==> src/rtl/dsw_pkg.sv <==
package dsw_pkg;

  typedef enum logic [2:0] {
    ST_AWAKE   = 3'd0,
    ST_ASLEEP  = 3'd1,
    ST_SETTLE  = 3'd2,
    ST_PORPULS = 3'd3,
    ST_PINHOLD = 3'd4
  } dsw_state_e;

  // a pin already at its wake level when standby begins
  function automatic logic lvl_is_wrong(input logic lvl, input logic rise);
    return lvl == rise;
  endfunction

  // wake condition: reached target level and moved away from entry level
  function automatic logic lvl_reached(input logic cur, input logic at_entry,
                                       input logic rise);
    return (cur == rise) && (cur != at_entry);
  endfunction

  // write-one-to-clear with set priority
  function automatic logic stat_next(input logic cur, input logic clr,
                                     input logic set);
    return (cur & ~clr) | set;
  endfunction

endpackage

==> src/rtl/dsw_sync.sv <==
module dsw_sync #(
  parameter int          W       = 1,
  parameter logic [W-1:0] RST_VAL = '0
) (
  input  logic         clk,
  input  logic         rst_n,
  input  logic [W-1:0] d,
  output logic [W-1:0] q
);
  logic [W-1:0] stage1;
  logic [W-1:0] stage2;

  always_ff @(posedge clk or negedge rst_n) begin
    if (!rst_n) begin
      stage1 <= RST_VAL;
      stage2 <= RST_VAL;
    end else begin
      stage1 <= d;
      stage2 <= stage1;
    end
  end

  assign q = stage2;
endmodule

==> src/rtl/dsw_edge.sv <==
module dsw_edge
  import dsw_pkg::*;
#(
  parameter int NP = 5
) (
  input  logic          clk,
  input  logic          rst_n,
  input  logic          capture,
  input  logic [NP-1:0] lvl,
  input  logic [NP-1:0] sel,
  input  logic [NP-1:0] rise,
  output logic [NP-1:0] hit,
  output logic          viol_now
);
  logic [NP-1:0] ent_lvl;
  logic [NP-1:0] ent_sel;
  logic [NP-1:0] ent_rise;
  logic [NP-1:0] wrong_vec;

  always_ff @(posedge clk or negedge rst_n) begin
    if (!rst_n) begin
      ent_lvl  <= '0;
      ent_sel  <= '0;
      ent_rise <= '0;
    end else if (capture) begin
      ent_lvl  <= lvl;
      ent_sel  <= sel;
      ent_rise <= rise;
    end
  end

  for (genvar i = 0; i < NP; i++) begin : g_bit
    assign wrong_vec[i] = sel[i] & lvl_is_wrong(lvl[i], rise[i]);
    assign hit[i]       = ent_sel[i] & lvl_reached(lvl[i], ent_lvl[i], ent_rise[i]);
  end

  assign viol_now = |wrong_vec;
endmodule

==> src/rtl/dsw_settle_cnt.sv <==
module dsw_settle_cnt #(
  parameter int CW = 16
) (
  input  logic          clk,
  input  logic          rst_n,
  input  logic          load,
  input  logic [CW-1:0] load_val,
  input  logic          run,
  output logic          done
);
  logic [CW-1:0] remain;

  always_ff @(posedge clk or negedge rst_n) begin
    if (!rst_n) begin
      remain <= '0;
    end else if (load) begin
      remain <= load_val;
    end else if (run && remain != '0) begin
      remain <= remain - 1'b1;
    end
  end

  assign done = (remain == '0);
endmodule

==> src/rtl/dsw_wake_ctrl.sv <==
module dsw_wake_ctrl
  import dsw_pkg::*;
#(
  parameter int NPINS = 4,
  parameter int CW    = 16,
  parameter int SW    = NPINS + 2
) (
  input  logic             clk,
  input  logic             rst_n,
  input  logic             stby_req,
  input  logic             nmi_pin,
  input  logic             nmi_rise,
  input  logic [NPINS-1:0] wake_pin,
  input  logic [NPINS-1:0] pin_sel,
  input  logic [NPINS-1:0] pin_rise,
  input  logic             alarm_in,
  input  logic             rst_pin_n,
  input  logic [CW-1:0]    settle_cycles,
  input  logic             stat_clr_we,
  input  logic [SW-1:0]    stat_clr_data,
  output logic             osc_en,
  output logic             clko_en,
  output logic             por_req,
  output logic             in_stby,
  output logic [SW-1:0]    wake_status,
  output logic             entry_viol
);
  localparam int NP = NPINS + 1;   // NMI plus wake pins
  localparam int NS = NPINS + 2;   // synchronised data inputs

  dsw_state_e state, state_nx;

  // synchronised inputs
  logic [NS-1:0] raw_in, syn_in;
  logic          rst_s;
  logic          nmi_s, alarm_s;
  logic [NPINS-1:0] pin_s;

  assign raw_in = {alarm_in, wake_pin, nmi_pin};

  dsw_sync #(.W(NS), .RST_VAL('0)) u_sync_data (
    .clk(clk), .rst_n(rst_n), .d(raw_in), .q(syn_in)
  );

  dsw_sync #(.W(1), .RST_VAL(1'b1)) u_sync_rst (
    .clk(clk), .rst_n(rst_n), .d(rst_pin_n), .q(rst_s)
  );

  assign nmi_s   = syn_in[0];
  assign pin_s   = syn_in[NS-2:1];
  assign alarm_s = syn_in[NS-1];

  // named internal events
  logic          enter_now;
  logic          stby_wait;
  logic          wake_any;
  logic          rst_drop;
  logic          cnt_done;
  logic          cnt_load;
  logic          cnt_run;
  logic          viol_now;
  logic [NP-1:0] lvl_vec, sel_vec, rise_vec, hit_vec;
  logic [SW-1:0] evt_vec;

  assign lvl_vec  = {pin_s, nmi_s};
  assign sel_vec  = {pin_sel, 1'b1};
  assign rise_vec = {pin_rise, nmi_rise};

  assign enter_now = (state == ST_AWAKE) && stby_req;
  assign stby_wait = (state == ST_ASLEEP);

  dsw_edge #(.NP(NP)) u_edge (
    .clk(clk), .rst_n(rst_n), .capture(enter_now),
    .lvl(lvl_vec), .sel(sel_vec), .rise(rise_vec),
    .hit(hit_vec), .viol_now(viol_now)
  );

  // bit 0 NMI, bit 1 alarm, bit 2+i wake pin i
  assign evt_vec  = {hit_vec[NP-1:1], alarm_s, hit_vec[0]};
  assign rst_drop = ((state == ST_ASLEEP) || (state == ST_SETTLE)) && !rst_s;
  assign wake_any = stby_wait && rst_s && (|evt_vec);

  assign cnt_load = stby_wait && (wake_any || !rst_s);
  assign cnt_run  = (state == ST_SETTLE) || (state == ST_PINHOLD);

  dsw_settle_cnt #(.CW(CW)) u_cnt (
    .clk(clk), .rst_n(rst_n), .load(cnt_load), .load_val(settle_cycles),
    .run(cnt_run), .done(cnt_done)
  );

  // state sequencing
  always_comb begin
    state_nx = state;
    unique case (state)
      ST_AWAKE:   if (stby_req) state_nx = ST_ASLEEP;
      ST_ASLEEP: begin
        if (rst_drop)      state_nx = ST_PINHOLD;
        else if (wake_any) state_nx = ST_SETTLE;
      end
      ST_SETTLE: begin
        if (rst_drop)      state_nx = ST_PINHOLD;
        else if (cnt_done) state_nx = ST_PORPULS;
      end
      ST_PORPULS:          state_nx = ST_AWAKE;
      ST_PINHOLD:  if (cnt_done && rst_s) state_nx = ST_AWAKE;
      default:             state_nx = ST_AWAKE;
    endcase
  end

  always_ff @(posedge clk or negedge rst_n) begin
    if (!rst_n) state <= ST_AWAKE;
    else        state <= state_nx;
  end

  // status and violation
  logic [SW-1:0] clr_vec, set_vec;
  assign clr_vec = stat_clr_we ? stat_clr_data : '0;
  assign set_vec = wake_any ? evt_vec : '0;

  for (genvar b = 0; b < SW; b++) begin : g_stat
    always_ff @(posedge clk or negedge rst_n) begin
      if (!rst_n) wake_status[b] <= 1'b0;
      else        wake_status[b] <= stat_next(wake_status[b], clr_vec[b], set_vec[b]);
    end
  end

  always_ff @(posedge clk or negedge rst_n) begin
    if (!rst_n)                     entry_viol <= 1'b0;
    else if (enter_now && viol_now) entry_viol <= 1'b1;
  end

  // outputs
  assign osc_en  = (state != ST_ASLEEP);
  assign clko_en = (state == ST_AWAKE) || (state == ST_PINHOLD);
  assign por_req = (state == ST_PORPULS) || (state == ST_PINHOLD);
  assign in_stby = (state != ST_AWAKE);

endmodule

==> config.mk <==
export PLATFORM = sky130hd
export DESIGN_NAME = dsw_wake_ctrl
export DESIGN_NICKNAME = d
export VERILOG_FILES = /design/src/rtl/dsw_pkg.sv /design/src/rtl/dsw_sync.sv /design/src/rtl/dsw_edge.sv /design/src/rtl/dsw_settle_cnt.sv /design/src/rtl/dsw_wake_ctrl.sv
export SDC_FILE = /design/constraint.sdc
export NUM_CORES = 1
export LEC_CHECK = 0
export BUFFER_PORTS_ARGS = -buffer_cell sky130_fd_sc_hd__buf_2
export CAP_MARGIN = 20
export CORE_ASPECT_RATIO = 2
export CORE_MARGIN = 2
export CORE_UTILIZATION = 58
export CTS_CLUSTER_SIZE = 25
export DETAILED_ROUTE_END_ITERATION = 10
export GPL_ROUTABILITY_DRIVEN = 0
export PLACE_DENSITY = 0.93
export SLEW_MARGIN = 0
export SYNTH_ARGS = -nofsm -noshare
export SYNTH_HDL_FRONTEND = slang
export SYNTH_SLANG_ARGS = --single-unit
==> constraint.sdc <==
create_clock -name clk -period 5.9 [get_ports clk]
set_input_delay 0.885 -clock clk [delete_from_list [all_inputs] [get_ports clk]]
set_output_delay 0.885 -clock clk [all_outputs]
set_load 0.01 [all_outputs]
# Word-level counts from Yosys, hierarchy flattened
# Index checks and enable logic that the tools add are counted.
# word_totals
reg_bits	55
inputBits	42
wordCells	106
# classes
add_sub_neg	1
eq_ne	24
mux	11
n_bitwise	27
reduce_logical	27
# op_table
cell	n
two-way mux 16 bit	2
two-way mux 3 bit	6
logical NOT 16 bit	1
nonzero test 16 bit	1
subtractor 16 x 1 -> 16 bit (second input constant)	1
bitwise AND 1 bit	15
logical AND 1 bit	13
two-way mux 6 bit	2
case mux 3 bit (4 select lines)	1
== test 1 bit	10
== test 3 x 2 -> 1 bit (second input constant)	2
inequality test 3 x 1 -> 1 bit (second input constant)	2
NOT 1 bit	6
OR 1 bit	6
OR reduction 6 bit	1
logical OR 1 bit	5
inequality test 1 bit	5
OR reduction 5 bit	1
AND reduction 4 bit	1
== test 3 x 1 -> 1 bit (second input constant)	1
== test 3 bit (second input constant)	1
logical NOT 3 bit	1
inequality test 3 bit (second input constant)	1
nonzero test 3 bit	1
other kinds (4)	4

# Depth between registers and ports, before layout
# Gate-level depths: netlist of run 1.
# logic_depth
ltp_word	8
depth_mapped	10

# By module
# A second synthesis of run 1 with hierarchy kept.
# hier_totals
cells_unflattened	258
hier_area_um2	2748.9
# modules_own_cells
mod	instances	cells_each	area_each_um2
dsw_settle_cnt	1	124	1063.5
dsw_edge	1	60	738.2
dsw_wake_ctrl	1	60	594.3
dsw_sync (u_sync_data)	1	12	300.3
dsw_sync (u_sync_rst)	1	2	52.6

# Worst setup path before layout of run 1
# OpenSTA, ideal clock, no wires.
# synth_timing
path_type	reg-to-reg
from	reg state[1]
to	reg u_edge.ent_rise[0]
setup_time_ns	0.125
arrival_time_ns	1.830
required_time_ns	5.775
setup_slack_ns	3.945
stages_incl_launch_ff	6
path_buffers	2
synth_period_minus_slack_ns	1.955
cell_sequence	dfrtp_1 -> clkbuf_1 -> or3_1 -> nor2_2 -> buf_2 -> mux2_2
# synth_between
elab_chain_cells	2
# synth_rtl
item	line	rtl
from (decl)	dsw_wake_ctrl.sv:31	dsw_state_e state, state_nx;
from (signal assigned)	dsw_wake_ctrl.sv:112	else state <= state_nx;
logical NOT 3 bit	dsw_wake_ctrl.sv:69	assign enter_now = (state == ST_AWAKE) && stby_req;
logical AND 1 bit	dsw_wake_ctrl.sv:69	
to (signal assigned)	dsw_edge.sv:28	ent_rise <= rise;
to (decl)	dsw_edge.sv:17	logic [NP-1:0] ent_rise;
# Every way passes these cells.
# A chain may end at the register's enable or synchronous reset.

# Worst setup path in the final report of run 1
# layout_timing
from	reg state[0]
to	out osc_en
# layout_between
elab_chain_cells	1
# layout_rtl
item	line	rtl
inequality test 3 x 1 -> 1 bit	dsw_wake_ctrl.sv:133	assign osc_en = (state != ST_ASLEEP);
to (decl)	dsw_wake_ctrl.sv:21	output logic osc_en,
# Every way passes these cells.

==> results.cfg, run 1 <==
[synthesis]
ys_seq_area_share_pct = 52.6
yosysTopAreaCell = sky130_fd_sc_hd__dfrtp_1
netlist_instances = 234
yosys.cell_count.top_type = sky130_fd_sc_hd__dfrtp_1
yosys_warnings = 0
synth_top_cells_by_area = sky130_fd_sc_hd__dfrtp_1 51%, sky130_fd_sc_hd__mux2_2 6.0%, sky130_fd_sc_hd__nand2_1 3.4%, sky130_fd_sc_hd__a21oi_1 2.1%, sky130_fd_sc_hd__dfstp_2 2.0%
yosys.area.top_type_share_pct = 50.6
netlist_area_um2 = 2620
ys_dominant_reg_cell = sky130_fd_sc_hd__dfrtp_1
synth_enable_flop_cells = 0
synth_area_per_cell_um2 = 11.2
synth.ff_latch_count = 55
synth-async-reset-ratio_pct = 100
synthDistinctLibCells = 55
synth_nets = 278
synth.cells.most_frequent = 53 x sky130_fd_sc_hd__dfrtp_1, 24 x sky130_fd_sc_hd__nand2_1, 14 x sky130_fd_sc_hd__mux2_2

[floorplan]
floorplan.die_area_um2 = 5110
design.portCount = 53
number_of_standard_cell_rows_in_the_floorplan = 34
core_area_um2 = 4340
fp.dieW_um = 51.5
die_height_um = 99.1
initial_utilization_pct = 60.4

[clock_tree]
post_cts_resize_count = 0
clk_transition_reported_paths_ns = 0.10
cts_tree = built
worst_skew_pair.late_latency_ns = 0.32
cts-root-buf = sky130_fd_sc_hd__clkbuf_8
cts_buffer_depth = 2
clk_sinks = 55
h-tree-depth = 2
cts-buffers-inserted = 5
cts_hold_buf = 0
cts_setup_buffers = 0

[critical_path]
crit_path_launch_type = register
crit_path_cell_trace = inv_2, or3_1, buf_2
slowest_delay_ns = 0.50
crit_arrival_ns = 1.59
wp_data_required_ns = 5.02
crit_path_top_delay_cell = sky130_fd_sc_hd__dfrtp_1
timing_worst_setup_path_type = register to primary output
worst_path_maximum_fanout = 8
critical_path.endpoint_type = primary output

[grt]
grt.total_usage_pct = 25.9
gr_ovfl_total = 0
grt_antenna_before_repair = 0
grt_first_pass_wirelength_um = 9940
grt_max_degree = 56
vias_in_the_first_global_route = 2216

[pwr]
static-leakage-power_nw = 1.32
max-vdd-ir-drop_mv = 0.315
power-per-cell-area_nw_per_um2 = 490

[sta]
timing.final.crit_period_ns = 2.48
worst_hold_slack_ns = 0.348
max_clk_rate_mhz = 404
clock_skew_after_layout_ns = 0.00644
worst_slew_pin_slew_ns = 0.803
timing.final.hold_violations = 0
fin_tns_setup_ns = 0
grt_setup_unrepaired = no
timing.slew.headroom_pct = 46.4
setup_viol = 0
period_share_pct = 42.0
slew_viols_final = 0

[drt]
final_wirelength_um = 5770
m1WireLength_um = 2050
routed_via_density = 6.22
detailedRoute.firstIterationViolations = 74
routed.top_layer = met4
dr_pass1_iterations = 4
detailroute.wirelength.met2_um = 3220
detailroute.wirelength.met3_um = 271
num_vias = 2120
postRouteAntennaNets = 0
detail_route.drc_violations = 0
routed_wire_per_std_cell_um = 16.9

[status]
outcome = finished, final reports clean

[place]
detailed_place_hpwl_um = 4130
port_buffers = 52

[final_layout]
synthToLayoutAreaGrowth_pct = 15.5
insertedDiodeCount = 0
nNetsFinal = 330
post_route_cells_drive_above_1_share_pct = 32.4

[worst_hold_path]
hold_path.class = register to register

[flow_run]
drv.max_cap_violation_count = 0
==> kinds of logic after synthesis <==
family | count (synthesis) | synth area share (%)
compound gates | 57 | 16.7
xor+xnor | 7 | 2.34
fa+ha+maj | 2 | 0.955
buf+inv | 14 | 2.77
flops | 55 | 52.6
mux | 14 | 6.01
simple gates | 85 | 18.7
==> cell type report <==
cell class | instances | area (um2)
multi-input combinational | 165 | 1170
timing repair buffer | 53 | 268
sequential | 55 | 1380
clock inverter | 2 | 38.8
fill | 352 | 1310
tap | 54 | 67.6
inverter | 6 | 22.5
clock buffer | 6 | 82.6
==> metal layers <==
layer | up-vias | GRT usage, %
met1 | 1045 | 28.9
met4 | 0 | 15.0
met3 | 16 | 4.09
met2 | 83 | 44.8
li1 | 976 | -
met5 | - | 0
==> power by group <==
group	total, W	internal [W]	leakage (nW)	switching (W)
Sequential	0.000654	0.000506	0.661	0.000147
Clock	0.000266	0.000140	0.0618	0.000127
Combinational	0.000563	0.000255	0.594	0.000308
Total	0.00148	0.000901	1.32	0.000582
==> sequential cells by signal (all words and copies together), names as in the netlist <==
name                count
state                   3
u_sync_data.stage1      6
u_sync_data.q           6
u_edge.ent_rise         5
wake_status             6
u_sync_rst.q            1
u_edge.ent_sel          5
entry_viol              1
u_cnt.remain           16
u_edge.ent_lvl          5
u_sync_rst.stage1       1
==> worst max-delay path, delay by kind of cell (launching register included) <==
family | cells | cell delay, ns
simple gates | 1 | 0.46
buf+inv | 2 | 0.32
flops | 1 | 0.50
==> through the flow <==
stage	total power (W)	area, um2	utilization, %	setup WS (ns)	std cells
floorplan	0.00106	2620	-	3.95	234
global placement	0.00117	2910	67.0	3.59	333
detailed placement	0.00121	2910	67.0	3.52	333
CTS	0.00147	3030	69.8	3.44	341
global route	0.00159	3030	69.8	3.24	341
finish	0.00148	3030	69.8	3.42	341
==> path summary, 6_finish.rpt <==
check | cells after the start | start | slack, ns | to
max in group asynchronous | 2 | rst_n | 4.78 | u_cnt.remain[14]$_DFFE_PN0P_
min in group asynchronous | 2 | rst_n | 0.67 | u_sync_data.q[3]$_DFF_PN0_
max reg2reg | 6 | u_edge.ent_rise[4]$_DFFE_PN0P_ | 3.45 | u_cnt.remain[1]$_DFFE_PN0P_
min reg2reg | 0 | u_sync_data.stage1[5]$_DFF_PN0_ | 0.35 | u_sync_data.q[5]$_DFF_PN0_
max | 3 | state[0]$_DFFE_PN0P_ | 3.42 | osc_en
min | 0 | u_sync_data.stage1[5]$_DFF_PN0_ | 0.35 | u_sync_data.q[5]$_DFF_PN0_
==> cell usage in the layout (no fill, tap or decap), types with 3 or more instances in the layout <==
master and instances:
sky130_fd_sc_hd__a221o_1 4, sky130_fd_sc_hd__nand4_1 3, sky130_fd_sc_hd__o31ai_1 4, sky130_fd_sc_hd__nor2_1 13, sky130_fd_sc_hd__a22o_1 6, sky130_fd_sc_hd__nand4b_1 4, sky130_fd_sc_hd__nor3_1 6, sky130_fd_sc_hd__or2_2 3
sky130_fd_sc_hd__buf_2 52, sky130_fd_sc_hd__or3_1 6, sky130_fd_sc_hd__inv_1 5, sky130_fd_sc_hd__xnor2_1 5, sky130_fd_sc_hd__clkbuf_8 6, sky130_fd_sc_hd__nand2_1 24, sky130_fd_sc_hd__a21oi_1 11, sky130_fd_sc_hd__mux2_2 14
sky130_fd_sc_hd__o21ai_0 8, sky130_fd_sc_hd__nand3_1 9, sky130_fd_sc_hd__dfrtp_1 53
(Power assumes the default switching activity.)
==> inputs of run 2 (changes only) <==
Settings changed: CORE_UTILIZATION 58 to 54, PLACE_DENSITY 0.93 to 0.88.
Clock period 5.9 ns to 2.6 ns, I/O delays scaled along.
==> run 2 against run 1 <==
  * Combinational power grew 130%
  * Global-route usage is 2.6 points lower
  * Wire length down 2.2%
  * Critical endpoint is now u_cnt.remain[1]$_DFFE_PN0P_
==> results.cfg, run 2 (synthesized netlist as in run 1, its figures left out) <==
[status]
outcome = finished, final reports clean

[sta]
worst_slew_pin_slew_ns = 0.688
timing.final.hold_violations = 0
final_critical_path_setup_slack_ns = 0.429
max_clk_rate_mhz = 461
setup_viol = 0
fin_tns_setup_ns = 0
clock_skew_after_layout_ns = 0.0104
timing.final.crit_period_ns = 2.17
slew_viols_final = 0
grt_setup_unrepaired = no
period_share_pct = 83.5
timing.slew.headroom_pct = 54.1

[clock_tree]
clk_transition_reported_paths_ns = 0.10
cts_setup_buffers = 0
cts-buffers-inserted = 5
cts-root-buf = sky130_fd_sc_hd__clkbuf_8
cts_tree = built
cts_hold_buf = 0
h-tree-depth = 2
cts_buffer_depth = 2
clk_sinks = 55
worst_skew_pair.late_latency_ns = 0.31
post_cts_resize_count = 0

[critical_path]
reg2reg_setup_slack_ns = 0.43
wp_data_required_ns = 2.80
timing.critical_path.max_delay_family = compound AO/OA/AOI/OAI gates
worst-r2r-cell-count = 6
timing_worst_setup_path_type = register to register
critical-path-top-cell-by-count = sky130_fd_sc_hd__nor2_1
timing.critical_path.buf_inv = 0
crit_path_top_delay_cell = sky130_fd_sc_hd__dfrtp_1
crit_arrival_ns = 2.37
worst_path_maximum_fanout = 11
slowest_delay_ns = 0.43
worst-path-stages = 6
crit_path_launch_type = register
critical_path.endpoint_type = register
crit_path_cell_trace = or3b_1, a21boi_0, nor2_1, a31oi_4, nor2_1, a221o_1

[floorplan]
design.portCount = 53
floorplan.die_area_um2 = 5460
number_of_standard_cell_rows_in_the_floorplan = 35
core_area_um2 = 4640
initial_utilization_pct = 56.5
fp.dieW_um = 53.3
die_height_um = 103

[final_layout]
post_route_cells_drive_above_1_share_pct = 32.6
insertedDiodeCount = 0
commonest_cells_after_routing_fill_and_taps_aside = 53 x sky130_fd_sc_hd__dfrtp_1, 52 x sky130_fd_sc_hd__buf_2, 24 x sky130_fd_sc_hd__nand2_1
num-fill-cells = 383
most_common_cell_after_layout_fill_and_taps_aside = sky130_fd_sc_hd__dfrtp_1
synthToLayoutAreaGrowth_pct = 15.6
largest-register = u_cnt.remain
fin_util_pct = 65.3
nNetsFinal = 332
flip_flop_count_of_the_largest_register_after_layout = 16

[worst_hold_path]
hold_path.class = input pin to register
timing.hold.worst_path_depth = 1

[drt]
routed_wire_per_std_cell_um = 16.5
detail_route.drc_violations = 0
final_wirelength_um = 5640
detailedRoute.firstIterationViolations = 54
routed_via_density = 5.98
postRouteAntennaNets = 0
num_vias = 2052
dr_pass1_iterations = 4

[pwr]
share_clk_of_total_power_pct = 16.8
max-vdd-ir-drop_mv = 0.729
static-leakage-power_nw = 1.32
switching_power_w = 0.00129
power.share.sequential_pct = 44.6
p_sw_share_pct = 38.9
p_int_w = 0.00202
comb_power_share_pct = 38.6
power-per-cell-area_nw_per_um2 = 1090

[grt]
grt_antenna_before_repair = 0
vias_in_the_first_global_route = 2070
grt_first_pass_wirelength_um = 9320
grt.total_usage_pct = 23.3
grt_max_degree = 56
gr_ovfl_total = 0

[flow_run]
drv.max_cap_violation_count = 0

[place]
detailed_place_hpwl_um = 4200
port_buffers = 52
pre_cts_ws_ns = 0.421
-- run 2: layout make-up --
type | count | area (um2) | area share (%)
flip-flops and latches | 55 | 1380 | 45.5
multi-input cells | 165 | 1170 | 38.6
inverters | 6 | 22.5 | 0.743
clock buffers | 5 | 68.8 | 2.27
clock inverters | 2 | 37.5 | 1.24
repair buffers | 55 | 283 | 9.33
well taps | 55 | 68.8 | 2.27
-- run 2: worst reg2reg max path: stages, from the launching register on --
cell                       delay, ns
sky130_fd_sc_hd__dfrtp_1        0.43
sky130_fd_sc_hd__or3b_1         0.37
sky130_fd_sc_hd__a21boi_0       0.24
sky130_fd_sc_hd__nor2_1         0.16
sky130_fd_sc_hd__a31oi_4        0.38
sky130_fd_sc_hd__nor2_1         0.16
sky130_fd_sc_hd__a221o_1        0.32
-- run 2: worst paths after layout --
check	from	to
setup / recovery	u_sync_data.q[4]$_DFF_PN0_	u_cnt.remain[1]$_DFFE_PN0P_
hold / removal	wake_pin[1]	u_sync_data.stage1[2]$_DFF_PN0_
setup reg to reg	u_sync_data.q[4]$_DFF_PN0_	u_cnt.remain[1]$_DFFE_PN0P_
hold reg to reg	u_sync_data.stage1[5]$_DFF_PN0_	u_sync_data.q[5]$_DFF_PN0_
max in group asynchronous	rst_n	u_sync_data.stage1[2]$_DFF_PN0_
min in group asynchronous	rst_n	u_edge.ent_rise[3]$_DFFE_PN0P_
-- run 2: per-stage QoR --
step	instance area [um2]	instances	hold slack [ns]	total power [W]
CTS	3030	343	0.172	0.00333
floorplan	2620	234	0.0944	0.00240
global route	3030	343	0.163	0.00355
detailed placement	2920	336	0.336	0.00277
finish	3030	343	0.179	0.00331
global placement	2920	336	0.333	0.00268
-- run 2: power groups by stage --
stage / Clock (W) / Combinational, W / Sequential (W)
floorplan: 0 / 0.00102 / 0.00138
global placement: 0 / 0.00122 / 0.00146
detailed placement: 0 / 0.00128 / 0.00148
CTS: 0.000570 / 0.00129 / 0.00147
global route: 0.000596 / 0.00143 / 0.00152
finish: 0.000556 / 0.00128 / 0.00148
-- run 2: layer usage --
layer | routed length [um] | track usage [%] | vias up
li1 | - | - | 979
met1 | 2120 | 26.0 | 1002
met2 | 3130 | 41.1 | 58
met3 | 240 | 3.33 | 13
met4 | 146 | 12.2 | 0
met5 | 0 | 0 | -
